### src/rtl/spi_autoinc_pkg.sv
package spi_autoinc_pkg;
  localparam logic [7:0] OPC_WREN    = 8'h06;
  localparam logic [7:0] OPC_WRDI    = 8'h04;
  localparam logic [7:0] OPC_RDSR    = 8'h05;
  localparam logic [7:0] OPC_WORD    = 8'hAD;
  localparam logic [7:0] OPC_RBY_ON  = 8'h70;
  localparam logic [7:0] OPC_RBY_OFF = 8'h80;

  localparam int ST_BUSY = 0;
  localparam int ST_WEL  = 1;
  localparam int ST_MODE = 6;

  function automatic logic [7:0] make_status(input logic busy, input logic wel,
                                             input logic mode);
    logic [7:0] s;
    s = 8'h00;
    s[ST_BUSY] = busy;
    s[ST_WEL]  = wel;
    s[ST_MODE] = mode;
    return s;
  endfunction
endpackage

### src/rtl/spi_autoinc_frontend.sv
module spi_autoinc_frontend #(
  parameter int SYNC  = 2,
  parameter int SH_W  = 40,
  parameter int CNT_W = 6
) (
  input  logic             clk,
  input  logic             rst,
  input  logic             cs_n,
  input  logic             sck,
  input  logic             mosi,
  output logic             sel_o,
  output logic             start_o,
  output logic             end_o,
  output logic             fall_o,
  output logic [CNT_W-1:0] cnt_o,
  output logic [2:0]       bpos_o,
  output logic [SH_W-1:0]  sh_o
);
  logic [SYNC-1:0] cs_p, sck_p, mo_p;
  logic cs_s, sck_s, mo_s, cs_d, sck_d, rise;

  assign cs_s  = cs_p[SYNC-1];
  assign sck_s = sck_p[SYNC-1];
  assign mo_s  = mo_p[SYNC-1];

  always_ff @(posedge clk) begin
    if (rst) begin
      cs_p  <= '1;
      sck_p <= '0;
      mo_p  <= '0;
      cs_d  <= 1'b1;
      sck_d <= 1'b0;
    end else begin
      cs_p  <= {cs_p[SYNC-2:0], cs_n};
      sck_p <= {sck_p[SYNC-2:0], sck};
      mo_p  <= {mo_p[SYNC-2:0], mosi};
      cs_d  <= cs_s;
      sck_d <= sck_s;
    end
  end

  assign sel_o   = !cs_s;
  assign start_o = !cs_s && cs_d;
  assign end_o   = cs_s && !cs_d;
  assign rise    = !cs_s && sck_s && !sck_d;
  assign fall_o  = !cs_s && !sck_s && sck_d;

  always_ff @(posedge clk) begin
    if (rst) begin
      cnt_o  <= '0;
      bpos_o <= '0;
      sh_o   <= '0;
    end else if (start_o) begin
      cnt_o  <= '0;
      bpos_o <= '0;
    end else if (rise) begin
      if (cnt_o != '1) cnt_o <= cnt_o + 1'b1;
      bpos_o <= bpos_o + 3'd1;
      sh_o   <= {sh_o[SH_W-2:0], mo_s};
    end
  end

  assert_count_cleared_R11: assert property (@(posedge clk) disable iff (rst)
    $fell(cs_s) |=> (cnt_o == '0));
endmodule

### src/rtl/spi_autoinc_busy.sv
module spi_autoinc_busy #(
  parameter int CYC = 64
) (
  input  logic clk,
  input  logic rst,
  input  logic start,
  output logic busy_o
);
  localparam int W = $clog2(CYC + 1);
  logic [W-1:0] cnt;

  always_ff @(posedge clk) begin
    if (rst)             cnt <= '0;
    else if (start)      cnt <= W'(CYC);
    else if (cnt != '0)  cnt <= cnt - 1'b1;
  end

  assign busy_o = (cnt != '0);

  assert_start_sets_busy_R7: assert property (@(posedge clk) disable iff (rst)
    start |=> busy_o);
endmodule

### src/rtl/spi_autoinc_prog.sv
module spi_autoinc_prog
  import spi_autoinc_pkg::*;
#(
  parameter int ADDR_W   = 24,
  parameter int BUSY_CYC = 64,
  parameter int SYNC     = 2
) (
  input  logic              clk,
  input  logic              rst,
  input  logic              cs_n,
  input  logic              sck,
  input  logic              mosi,
  input  logic [ADDR_W-1:0] unprot_top,
  output logic              miso,
  output logic              miso_oe,
  output logic              mem_we,
  output logic [ADDR_W-1:0] mem_addr,
  output logic [7:0]        mem_wdata
);
  localparam int LEN_CMD   = 8;
  localparam int LEN_CONT  = 8 + 16;
  localparam int LEN_FIRST = 8 + ADDR_W + 16;
  localparam int SH_W      = LEN_FIRST - 8;
  localparam int CNT_W     = $clog2(LEN_FIRST + 2);

  logic             sel, start_p, end_p, fall_p, busy;
  logic [CNT_W-1:0] cnt;
  logic [2:0]       bpos;
  logic [SH_W-1:0]  sh;

  spi_autoinc_frontend #(.SYNC(SYNC), .SH_W(SH_W), .CNT_W(CNT_W)) fe_i (
    .clk(clk), .rst(rst), .cs_n(cs_n), .sck(sck), .mosi(mosi),
    .sel_o(sel), .start_o(start_p), .end_o(end_p), .fall_o(fall_p),
    .cnt_o(cnt), .bpos_o(bpos), .sh_o(sh));

  logic [7:0]        op_q, tx_q, d0_q, d1_q;
  logic              wel_q, mode_q, rby_q;
  logic [ADDR_W-1:0] ptr_q, wa_q;
  logic [1:0]        ph_q;

  // opcode is visible in the shifter while exactly 8 bits have arrived
  always_ff @(posedge clk) begin
    if (rst || start_p)               op_q <= 8'h00;
    else if (cnt == CNT_W'(LEN_CMD))  op_q <= sh[7:0];
  end

  logic              is_cmd, first_ok, cont_ok, word_ok, last_word;
  logic [ADDR_W-1:0] addr_in, tgt;
  logic [ADDR_W:0]   odd_ext, top_ext;

  assign is_cmd   = (cnt == CNT_W'(LEN_CMD));
  assign addr_in  = sh[ADDR_W+15:16];
  assign first_ok = !mode_q && (cnt == CNT_W'(LEN_FIRST));
  assign cont_ok  =  mode_q && (cnt == CNT_W'(LEN_CONT));
  assign tgt      = mode_q ? ptr_q : {addr_in[ADDR_W-1:1], 1'b0};
  assign odd_ext  = {1'b0, tgt | ADDR_W'(1)};
  assign top_ext  = {1'b0, unprot_top};
  assign word_ok  = end_p && (op_q == OPC_WORD) && (first_ok || cont_ok) &&
                    wel_q && !busy && (odd_ext <= top_ext);
  assign last_word = (odd_ext + (ADDR_W+1)'(2)) > top_ext;

  always_ff @(posedge clk) begin
    if (rst) begin
      wel_q  <= 1'b0;
      mode_q <= 1'b0;
      rby_q  <= 1'b0;
      ptr_q  <= '0;
    end else if (end_p) begin
      case (op_q)
        OPC_WREN:    if (is_cmd && !mode_q) wel_q <= 1'b1;
        OPC_WRDI:    if (is_cmd) begin wel_q <= 1'b0; mode_q <= 1'b0; end
        OPC_RBY_ON:  if (is_cmd && !mode_q) rby_q <= 1'b1;
        OPC_RBY_OFF: if (is_cmd && !mode_q) rby_q <= 1'b0;
        OPC_WORD:
          if (word_ok) begin
            ptr_q <= tgt + ADDR_W'(2);
            if (last_word) begin
              wel_q  <= 1'b0;
              mode_q <= 1'b0;
            end else begin
              mode_q <= 1'b1;
            end
          end
        default: ;
      endcase
    end
  end

  spi_autoinc_busy #(.CYC(BUSY_CYC)) busy_i (
    .clk(clk), .rst(rst), .start(word_ok), .busy_o(busy));

  // two-phase byte write sequencer: even byte, then odd byte
  always_ff @(posedge clk) begin
    if (rst) begin
      ph_q      <= 2'd0;
      wa_q      <= '0;
      d0_q      <= 8'h00;
      d1_q      <= 8'h00;
      mem_we    <= 1'b0;
      mem_addr  <= '0;
      mem_wdata <= 8'h00;
    end else begin
      mem_we <= 1'b0;
      if (word_ok) begin
        ph_q <= 2'd1;
        wa_q <= tgt;
        d0_q <= sh[15:8];
        d1_q <= sh[7:0];
      end else if (ph_q == 2'd1) begin
        mem_we    <= 1'b1;
        mem_addr  <= wa_q;
        mem_wdata <= d0_q;
        ph_q      <= 2'd2;
      end else if (ph_q == 2'd2) begin
        mem_we    <= 1'b1;
        mem_addr  <= wa_q | ADDR_W'(1);
        mem_wdata <= d1_q;
        ph_q      <= 2'd0;
      end
    end
  end

  // serial output: status shifter or live ready/busy level
  logic rby_live, rd_act;
  assign rby_live = rby_q && mode_q;
  assign rd_act   = (op_q == OPC_RDSR);

  always_ff @(posedge clk) begin
    if (rst || start_p) tx_q <= 8'h00;
    else if (fall_p && rd_act) begin
      if (bpos == 3'd0) tx_q <= make_status(busy, wel_q, mode_q);
      else              tx_q <= {tx_q[6:0], 1'b0};
    end
  end

  always_ff @(posedge clk) begin
    if (rst) begin
      miso    <= 1'b0;
      miso_oe <= 1'b0;
    end else begin
      miso_oe <= sel && (rby_live || rd_act);
      miso    <= rby_live ? !busy : tx_q[7];
    end
  end

  assert_mode_needs_wel_R2: assert property (@(posedge clk) disable iff (rst)
    mode_q |-> wel_q);
  assert_write_in_busy_R7: assert property (@(posedge clk) disable iff (rst)
    mem_we |-> busy);
  assert_write_follows_start_R4: assert property (@(posedge clk) disable iff (rst)
    $rose(busy) |=> mem_we);
  assert_even_first_R4: assert property (@(posedge clk) disable iff (rst)
    (mem_we && !$past(mem_we)) |-> !mem_addr[0]);
  assert_write_unprotected_R3: assert property (@(posedge clk) disable iff (rst)
    mem_we |-> ({1'b0, mem_addr} <= top_ext));
  assert_hiz_deselected_R9: assert property (@(posedge clk) disable iff (rst)
    !$past(sel) |-> !miso_oe);
endmodule

### config.mk
export PLATFORM = sky130hd
export DESIGN_NAME = spi_autoinc_prog
export DESIGN_NICKNAME = d
export VERILOG_FILES = /design/src/rtl/spi_autoinc_pkg.sv /design/src/rtl/spi_autoinc_frontend.sv /design/src/rtl/spi_autoinc_busy.sv /design/src/rtl/spi_autoinc_prog.sv
export SDC_FILE = /design/constraint.sdc
export NUM_CORES = 1
export LEC_CHECK = 0
export BUFFER_PORTS_ARGS = -buffer_cell sky130_fd_sc_hd__buf_2
export CAP_MARGIN = 20
export CELL_PAD_IN_SITES_DETAIL_PLACEMENT = 0
export CELL_PAD_IN_SITES_GLOBAL_PLACEMENT = 2
export CORE_MARGIN = 3
export CORE_UTILIZATION = 34
export CTS_CLUSTER_SIZE = 12
export DETAILED_ROUTE_END_ITERATION = 8
export GPL_TIMING_DRIVEN = 0
export PLACE_DENSITY_LB_ADDON = 0.1
export SLEW_MARGIN = 40
export SYNTH_ARGS = -nofsm -noshare
export SYNTH_HDL_FRONTEND = slang
export SYNTH_SLANG_ARGS = --single-unit
### constraint.sdc
create_clock -name clk -period 3.2 [get_ports clk]
set_input_delay 0.16 -clock clk [delete_from_list [all_inputs] [get_ports clk]]
set_output_delay 0.16 -clock clk [all_outputs]
set_load 0.005 [all_outputs]
# Word-level counts from Yosys, hierarchy flattened
# Cells that the tools add are included.
totals:
  mem_bits_rw: 0
  mem_bits_ro: 0
  memories: 0
  input_bits: 29
  word_cells: 120
  latch_bits: 0
  regBits: 184
classes:
  n_reduce_logical: 43
  n_div: 0
  n_addsub: 5
  mux: 24
  multipliers: 0
  n_lt_le_gt_ge: 2
  n_shift: 0
  n_bitwise: 2
  eq_ne: 18
ops:
  columns: ["op", "count"]
  rows:
  - ["two-way mux 24 bit", 3]
  - ["adder 24 x 2 -> 25 bit, second input constant", 1]
  - ["greater-than comparator 25 x 24 -> 1 bit", 1]
  - ["adder 24 x 2 -> 24 bit, second input constant", 1]
  - ["== test 8 x 3 -> 1 bit, second input constant", 3]
  - ["<= comparator 24 bit", 1]
  - ["two-way mux 8 bit", 3]
  - ["logical AND 1 bit", 17]
  - ["== test 8 bit, second input constant", 2]
  - ["two-way mux 7 bit", 2]
  - ["two-way mux 1 bit", 11]
  - ["inequality test 2 bit, second input constant", 5]
  - ["== test 8 x 7 -> 1 bit, second input constant", 1]
  - ["AND reduction 4 bit", 2]
  - ["nonzero test 2 bit", 4]
  - ["nonzero test 7 bit", 1]
  - ["subtractor 7 x 1 -> 7 bit, second input constant", 1]
  - ["adder 6 x 1 -> 6 bit, second input constant", 1]
  - ["== test 6 x 4 -> 1 bit, second input constant", 1]
  - ["== test 6 x 5 -> 1 bit, second input constant", 1]
  - ["== test 6 bit, second input constant", 1]
  - ["zero test 1 bit", 6]
  - ["inequality test 6 bit, second input constant", 1]
  - ["AND reduction 2 bit", 3]
  - ["other kinds (14)", 21]

# Logic depth before layout (Yosys ltp)
# Gate-level depths: netlist of run 1.
logic_depth:
  ltp_word: 9
  mapped_depth: 16
  depth_no_buf: 14

# Cells and area by module
# From an unflattened synthesis of run 1, not the netlist that was laid out.
unflattened:
  cells_unflattened: 1056
  hier_area_um2: 8984.9
modules_own_cells:
  columns: ["mod", "area_per_inst_um2", "cells_each", "n_inst"]
  rows:
  - ["spi_autoinc_prog", 6488.7, 768, 1]
  - ["spi_autoinc_frontend", 2135.8, 247, 1]
  - ["spi_autoinc_busy", 360.3, 41, 1]

# Worst setup path after synthesis of run 1
# OpenSTA, ideal clock, no wires.
synth_path:
  path_kind: "reg2reg"
  start: "register mode_q"
  end: "register ptr_q[21]"
  arrival_ns: 3.245
  period_less_slack_ns: 3.360
  path_buffers: 6
  stages_incl_launch_ff: 15
  required_time_ns: 3.084
  path_slack_ns: -0.160
  path_cell_list: "dfxtp_1 buf_6 buf_6 buf_2 buf_2 mux2_2 ha_1 nand4_1 nor4_1 and4_1 nor2b_1 buf_2 buf_1 nor4b_1 a31o_1"
synth_between:
  elab_cells_between_ends: 12
  cone_classes: "1 x add/sub; 1 x order compare; 1 x mux; 9 x reduce/logical"
synth_rtl:
  columns: ["element", "line", "source"]
  rows:
  - ["start: declaration", "spi_autoinc_prog.sv:37", "logic wel_q, mode_q, rby_q;"]
  - ["start signal: assignment", "spi_autoinc_prog.sv:65", "mode_q <= 1'b0;"]
  - ["start signal: assignment", "spi_autoinc_prog.sv:71", "OPC_WRDI: if (is_cmd) begin wel_q <= 1'b0; mode_q <= 1'b0; end"]
  - ["start signal: assignment", "spi_autoinc_prog.sv:79", "mode_q <= 1'b0;"]
  - ["two-way mux 24 bit (*)", "spi_autoinc_prog.sv:55", "assign tgt = mode_q ? ptr_q : {addr_in[ADDR_W-1:1], 1'b0};"]
  - ["named net tgt[10]", "spi_autoinc_prog.sv:48", "logic [ADDR_W-1:0] addr_in, tgt;"]
  - ["<= comparator 24 bit", "spi_autoinc_prog.sv:59", "wel_q && !busy && (odd_ext <= top_ext);"]
  - ["logical AND 1 bit", "spi_autoinc_prog.sv:59", null]
  - ["AND reduction 3 bit (no source line)", null, null]
  - ["end signal: assignment", "spi_autoinc_prog.sv:76", "ptr_q <= tgt + ADDR_W'(2);"]
  - ["end: declaration", "spi_autoinc_prog.sv:38", "logic [ADDR_W-1:0] ptr_q, wa_q;"]
# Mark *: on every way through the listed nets, which the timed path passes. The rest lies on a longest branch.
# A chain may end at the register's enable or synchronous reset.

# Worst setup path in the final report of run 1
layout_path:
  start: "register mode_q"
  end: "register mode_q"
layout_between:
  elab_cells_between_ends: 17
  cone_classes: "1 x add/sub; 2 x order compare; 1 x eq/ne; 4 x mux; 9 x reduce/logical"
layout_rtl:
  columns: ["element", "line", "source"]
  rows:
  - ["two-way mux 24 bit (*)", "spi_autoinc_prog.sv:55", null]
  - ["named net tgt[15]", "spi_autoinc_prog.sv:48", null]
  - ["adder 24 x 2 -> 25 bit", "spi_autoinc_prog.sv:60", "assign last_word = (odd_ext + (ADDR_W+1)'(2)) > top_ext;"]
  - ["greater-than comparator 25 x 24 -> 1 bit", "spi_autoinc_prog.sv:60", null]
  - ["two-way mux 1 bit", "spi_autoinc_prog.sv:77", "if (last_word) begin"]
  - ["two-way mux 1 bit", "spi_autoinc_prog.sv:75", "if (word_ok) begin"]
  - ["one-hot mux 1 bit (2 select lines)", "spi_autoinc_prog.sv:69", "case (op_q)"]
# Mark *: on every way through the listed nets, which the timed path passes. The rest lies on a longest branch. The select of a mux whose other input is x is not followed.

==> metrics, run 1 <==
Clock Latency Late Sink=0.45 ns; layout net count=~1,400; sequential-to-total area share from yosys stat=38.7%; reg-to-reg setup timing slack=-0.28 ns; DRT Pass-1 Iters=5; initial antenna violation count=0; vias in the first global route=around 8,600; die area=between 30,000 and 40,000 µm²; pwr dens=391 nW/µm²; Fill cells=about 2,700; critical path class=reg2reg; Die H=approximately 170 µm; CP delay by family, top=compound AO/OA/AOI/OAI gates; routed length per instance=20.3 µm; Pleak=approximately 0.005 µW; CTS buffer count=17; area delta synth->final=36.0%; DRT antenna net count=0; routed wire length=33,700 µm; reg2reg path depth=16; crit share post-route=109%; global-route wire length before repair=between 50,000 and 60,000 µm; worst hold path class=in2reg; # setup viols final=104; starting density of the core=approximately a third; CP max-delay cell=dfxtp_4; status=finished, violations left; mean post-synth cell area=8.46 µm²; grt total ovfl=0; via count=8,970; critical path startpoint category=flop; CP arrival=3.82 ns; final worst slack=-0.277 ns; total half-perimeter wirelength after legalization and detailed placement=23,300 µm; Port Buf Inserts=63; Worst-Margin Slew=0.920 ns; Worst Setup End Kind=flop; clk sinks=184; Synthesis Warnings=0; Tmin final=3.48 ns; Worst Path Required=3.55 ns; post-place setup slack=-1.50 ns; max-cap violation count=0; violated checks=setup timing; DR vias/cell=5.40; Seq. cell area=3690 µm²; RSZ-0062 raised after global routing=yes; Die X-Extent=between 150 and 200 µm; Fmax achieved=0.288 GHz; pin count of the biggest net entering global routing=19; Slew Limit Fails=0; synthesized area=9510 µm²; Post-synth EDFFs=0; final routed DRC violation total=0; VDD IR max=0.292 mV; Rel. slew slack=38.7%; CTS Buffer Depth=2; Global Route Usage Sum=21.8%; syn nets=1,208; FP Rows=60; area of the multi-input gates=6190 µm²; Fin. Hold Viols=0; FF+latch count, synth=184; CP max FO=5; ys async rst share=0%; clk root buf=clkbuf_16; Yosys cell types=70; Final Wtd Congestion=approximately 0.85; Iter 0 DRT Violations=around 560; Cells after Synth=approximately 1,100; placeable core area=roughly 27,000 µm²; # IOs=64; Top FF cell, synth=dfxtp_1; slowest cell delay on critical path=0.38 ns; critical path depth=16; clock skew=around 0.020 ns; cell depth of the worst min-delay path=3; fraction of layout cells with a size suffix above 1=a little under a third; TNS Setup=-19.27 ns; final hold slack=between 0.15 and 0.2 ns; clk slew on worst S/H paths=~0.08 ns; crit-path cells=buf_12, buf_12, mux2_2, nand4_1, nand4b_1, buf_4, buf_4, o21ai_1, and2_4, ha_4, a21o_1, a21oi_1, o221ai_1, a32oi_2, nand2_1, o32ai_2; H-tree depth=4; Crit path buffers/inverters=4; # diodes=0; CTS tree=built
==> kinds of logic (layout without fill, tap and decap cells) <==
group,count (synthesis),after routing,share of synthesized area [%]
simple gates,308,308,16.5
fa+ha+maj,54,54,7.10
compound gates,376,376,24.0
flops,184,184,38.7
mux,50,50,5.65
xor+xnor,25,25,2.30
buf+inv,128,293,5.73
==> power breakdown <==
group / switching (µW) / internal [µW] / leakage, µW
registers: 47.8 / 2330 / 0.00149
clock network: 1080 / 1140 / 0.000289
logic: 283 / 179 / 0.00323
total: 1410 / 3650 / 0.00501
==> final cells by class <==
type | instances | share of cell area, %
clock buffers | 19 | 3.42
clock inverters | 13 | 1.17
flip-flops and latches | 184 | 28.5
multi-input cells | 813 | 47.9
well taps | 372 | 3.60
repair buffers | 137 | 9.13
plain buffers | 83 | 5.12
inverters | 41 | 1.19
==> sequential cells by signal (all words and copies together), names as in the netlist, 3 cells and up <==
name	cells
fe_i.sh_o	40
d0_q	8
wa_q	24
busy_i.cnt	7
fe_i.bpos_o	3
tx_q	8
op_q	8
fe_i.cnt_o	6
d1_q	8
mem_wdata	8
ptr_q	24
mem_addr	24
==> cell usage in the layout, fill, tap and decap left out, types with 22 or more instances in the layout <==
cell	netlist	layout
nand4_1	27	27
o21ai_2	0	61
o21ai_0	63	37
buf_2	22	69
o21ai_1	60	22
buf_4	0	45
nor2_1	37	33
dfxtp_1	184	183
nand2_1	132	132
inv_1	40	38
clkbuf_1	53	45
ha_1	54	40
a21oi_1	158	141
==> metrics by stage <==
step / power, µW / instances / util (%) / cell area, µm²
after floorplan: 2730 / 1125 / - / 9520
after global placement: 2860 / 1560 / 37.8 / 10300
after detailed placement: 2860 / 1560 / 37.8 / 10300
after CTS: 5090 / 1648 / 45.4 / 12400
after global routing: 5230 / 1662 / 47.5 / 12900
final: 5050 / 1662 / 47.5 / 12900
==> final timing paths <==
kind	from	end
setup / recovery	mode_q	mode_q
setup reg to reg	mode_q	mode_q
hold reg to reg	fe_i.cs_p[0]	fe_i.cs_p[1]
hold / removal	rst	tx_q[1]
==> worst reg2reg max path: stages, from the launching register on <==
cell and delay, ns:
dfxtp_4 0.38, buf_12 0.15, buf_12 0.14, mux2_2 0.30, nand4_1 0.20, nand4b_1 0.29
buf_4 0.18, buf_4 0.12, o21ai_1 0.17, and2_4 0.18, ha_4 0.20, a21o_1 0.15
a21oi_1 0.19, o221ai_1 0.17, a32oi_2 0.26, nand2_1 0.10, o32ai_2 0.20
==> layer usage <==
layer  routed length, µm  vias up  GRT usage [%]
li1                    -     4379              -
met1               16600     4367           31.6
met2               15100      194           33.8
met3                1540       30           3.64
met4                 475        0           4.86
met5                   0        -              0
==> timing repair <==
action / in CTS / in global routing
hold buffers: 3 / 0
cloned: 10 / 3
setup endpoints to repair: 104 / 104
hold endpoints to repair: 3 / 0
pin swaps: 54 / 32
resized for setup: 206 / 118
buffers inserted: 46 / 12
==> cells in the mapped netlist (3+ instances only) <==
cell,number,area [µm²]
dfxtp_1,184,3680
a21oi_1,158,791
nand2_1,132,495
o21ai_0,63,315
o21ai_1,60,300
ha_1,54,676
clkbuf_1,53,199
inv_1,40,150
nor2_1,37,139
nand4_1,27,169
o31ai_1,27,203
mux2_2,26,293
mux2i_1,23,230
nand3_1,23,115
buf_2,22,110
o211ai_2,20,250
xnor2_1,16,140
nor3_1,11,55.1
xor2_1,9,78.8
and2_1,8,50.1
nor2b_1,8,50.1
buf_1,7,26.3
nand4b_1,7,61.3
or3_1,7,43.8
a21o_1,6,45.0
and4b_1,6,60.1
and4_1,5,43.8
buf_6,5,56.3
nor4_1,5,31.3
o211ai_1,5,37.5
a211oi_1,4,30.0
and3_1,4,25.0
nand2b_1,4,25.0
nor4b_1,4,35.0
o211a_1,4,40.0
or2_2,4,25.0
a31o_1,3,26.3
a31oi_1,3,18.8
and3b_1,3,26.3
nand3b_1,3,22.5
No activity file was read; power rests on OpenSTA's default activity.
==> run 2: changes to the inputs <==
--- a/config.mk
+++ b/config.mk
@@ -5,12 +5,13 @@
 export SDC_FILE = /design/constraint.sdc
 export NUM_CORES = 1
 export LEC_CHECK = 0
+export ABC_AREA = 1
 export BUFFER_PORTS_ARGS = -buffer_cell sky130_fd_sc_hd__buf_2
 export CAP_MARGIN = 20
 export CELL_PAD_IN_SITES_DETAIL_PLACEMENT = 0
 export CELL_PAD_IN_SITES_GLOBAL_PLACEMENT = 2
 export CORE_MARGIN = 3
-export CORE_UTILIZATION = 34
+export CORE_UTILIZATION = 32
 export CTS_CLUSTER_SIZE = 12
 export DETAILED_ROUTE_END_ITERATION = 8
 export GPL_TIMING_DRIVEN = 0
==> run 2 against run 1 <==
The flow still finishes with violations (setup timing). Worst setup slack better by 0.25 ns. Via count shrank 13%. Synthesized cell count grew 5.6%. Global-route usage down 4.0 points. Final area shrank 14%. Count of clock-buffer cells in the layout unchanged. Fmax grew 7.9%.
==> metrics, run 2 <==
status=finished, violations left; violated checks=setup timing; # setup viols final=1 (-99%); die area=29,800 µm² (-0.61%); RSZ-0062 raised after global routing=yes; Global Route Usage Sum=17.8% (-4.0 points); final routed DRC violation total=0 (unchanged); CTS Buffer Depth=2 (unchanged); most numerous cell in the Yosys netlist=dfxtp_1; Final Util=40.7% (-6.7 points); DR vias/cell=4.61 (-15%); most common cell after layout, fill and taps aside=dfxtp_1; CTS buffer count=17 (unchanged); Final Wtd Congestion=0.778 (-8.7%); routed length per instance=15.5 µm (-24%); vias in the first global route=7,641 (-11%); final instance area=11,100 µm² (-14%); Clock Latency Late Sink=0.43 ns (-0.02 ns); Yosys cell types=48 (-31%); Yosys top cell by area=dfxtp_1; critical path class=reg2reg; DRT antenna net count=0 (unchanged); Pleak=0.00514 µW (+2.7%); Power Total=4940 µW (-2.2%); global-route wire length before repair=42,500 µm (-17%); clk root buf=clkbuf_16; crit share post-route=101% (-8.0 points); # IOs=64 (unchanged); Post-synth EDFFs=0 (unchanged); area of the multi-input gates=4740 µm² (-23%); mean post-synth cell area=7.49 µm² (-11%); Worst Path Required=3.50 ns (-0.05 ns); max-cap violation count=0 (unchanged); sequential-to-total area share from yosys stat=41.4% (+2.7 points); placeable core area=27,200 µm² (-0.28%); CP arrival=3.52 ns (-0.30 ns); ys async rst share=0% (unchanged); Iter 0 DRT Violations=391 (-30%); clk slew on worst S/H paths=0.08 ns (about the same); Worst-Margin Slew=0.788 ns (-0.132 ns); FP Rows=60 (unchanged); critical path startpoint category=flop; commonest cells after routing, fill and taps aside=dfxtp_1, nor2_1, nand2_1; area delta synth->final=24.4%; synth top area cells=dfxtp_1, ha_1, o21ai_0; starting density of the core=32.7% (-2.2 points); Placed Area=9670 µm² (-6.1%); Cells after Synth=1,188 (+5.6%); Fmax achieved=0.310 GHz (+7.9%); worst hold path class=in2reg; VDD IR max=0.323 mV (+11%); Port Buf Inserts=62 (-1.6%); clock skew=0.0159 ns (-0.00431 ns); CTS tree=built; combinational share of power=8.4% (-0.7 points); syn nets=1,271 (+5.2%); Rel. slew slack=47.5% (+8.8 points); H-tree depth=4 (unchanged); DRT Pass-1 Iters=5 (unchanged); clk sinks=184 (unchanged); Fin. Hold Viols=0 (unchanged); max reg flops=40 (unchanged); initial antenna violation count=0 (unchanged); layout net count=1,396 (+2.6%); routed wire length=26,300 µm (-22%); Top reg by flops=fe_i.sh_o; Fill cells=2,915 (+8.0%); synthesized area=8900 µm² (-6.5%); final worst slack=-0.0219 ns (+0.255 ns); Die X-Extent=173 µm (-0.30%); Top FF cell, synth=dfxtp_1; Synthesis Warnings=0 (unchanged); grt total ovfl=0 (unchanged); total half-perimeter wirelength after legalization and detailed placement=19,800 µm (-15%); Tmin final=3.22 ns (-0.255 ns); via count=7,825 (-13%); Finished Layout Cells=1,698 (+2.2%); Slew Limit Fails=0 (unchanged); fraction of layout cells with a size suffix above 1=19.8% (-11 points); Clk pwr share=43.8% (about the same); Die H=173 µm (-0.30%); Seq. cell area=3690 µm² (unchanged); Post-synth top cells=dfxtp_1, nor2_1, nand2_1, inv_1, o21ai_0; Sequential Power Share=47.8% (+0.7 points); switching part of the total=26.6% (-1.3 points); pwr dens=446 nW/µm² (+14%); switching power=1310 µW (-6.7%); FF+latch count, synth=184 (unchanged); area share of the largest cell type after synthesis=41.4% (+2.7 points); Worst Setup End Kind=flop; pin count of the biggest net entering global routing=19 (unchanged); dpl cells=1,622 (+4.0%); # diodes=0 (unchanged); internal power=3630 µW (-0.50%); CP max FO=6 (+1)
==> run 2: cell count changes in the layout (fill, tap and decap cells not counted), moves of 20 or more <==
| cell | change |
|---|---|
| o21ai_2 | -59 |
| nor2_1 | +138 |
| nand2_2 | +25 |
| a21oi_1 | -43 |
| o211ai_2 | -20 |
| o21ai_0 | +96 |
| a211oi_1 | +25 |
| inv_1 | +101 |
| nand2_4 | +24 |
==> run 2: power groups by stage <==
stage | Clock, µW | Combinational, µW | Sequential (µW)
floorplan | 0 | 297 | 2410
global placement | 0 | 409 | 2420
detailed placement | 0 | 413 | 2420
CTS | 2220 | 424 | 2360
global route | 2300 | 477 | 2370
finish | 2160 | 417 | 2360
==> run 2: final cells by class <==
cell class,instances,area share (%)
repair buffers,107,6.58
flip-flops and latches,184,33.3
multi-input cells,803,42.9
plain buffers,48,2.41
well taps,372,4.20
clock buffers,19,4.00
inverters,152,5.29
clock inverters,13,1.36
==> run 2: kinds of logic (layout without fill, tap and decap cells) <==
family                     after synthesis  in the layout  share of synthesized area [%]
muxes                                    1              1                          0.112
and+or+nand+nor                        439            439                           22.2
xor gates and xnor gates                21             21                           2.15
AOI/OAI and AO/OA                      288            288                           17.4
buffers and inverters                  201            339                           9.15
DFF                                    184            184                           41.4
adders and majority gates               54             54                           7.59
==> run 2: routing by layer <==
layer | global-route usage (%) | vias to the layer above | part of all wire, %
met4 | 4.05 | 0 | 0.98
met2 | 26.9 | 91 | 42
li1 | - | 4105 | -
met1 | 26.7 | 3615 | 55
met5 | 0 | - | 0
met3 | 2.59 | 14 | 2.1
==> run 2: final timing paths <==
path                                      to  depth (start not counted)         start  slack (ns)
worst min-delay path                  mem_we                          2           rst        0.30
worst max-delay path                   wel_q                         25        mode_q       -0.02
worst max register to register         wel_q                         25        mode_q       -0.02
worst min register to register  fe_i.mo_p[1]                          2  fe_i.mo_p[0]        0.41
==> run 2: repair_timing <==
item	4_1_cts	5_1_grt
cloned	2	0
pin swaps	26	24
setup endpoints to repair	108	98
hold endpoints to repair	3	0
setup buffers	26	14
hold buffers	3	0
resized for setup	69	41
==> run 2: per-stage QoR <==
step                TNS, ns  worst slack, ns  hold WS [ns]
floorplan                 0            0.202         0.264
global placement     -54.17           -0.807         0.348
detailed placement   -53.12           -0.802         0.355
CTS                 -0.0680          -0.0636         0.296
global route         -0.453           -0.231         0.334
finish              -0.0219          -0.0219         0.301
==> run 2: worst max-delay path, stage by stage, from the launching register on <==
cell,delay (ns)
dfxtp_4,0.41
buf_8,0.16
nand2_4,0.06
o21ai_4,0.06
inv_2,0.11
ha_4,0.15
inv_4,0.04
nor2_4,0.12
nand2_4,0.09
buf_4,0.14
buf_4,0.13
nor2_1,0.10
xor2_1,0.21
inv_1,0.07
ha_1,0.27
nand2_1,0.09
nor4_4,0.29
nand2_1,0.08
nand2_1,0.07
nand2_1,0.05
nand2_1,0.08
nand2_2,0.08
nand2_1,0.07
nand2_1,0.05
nand2_1,0.06
a21oi_2,0.05
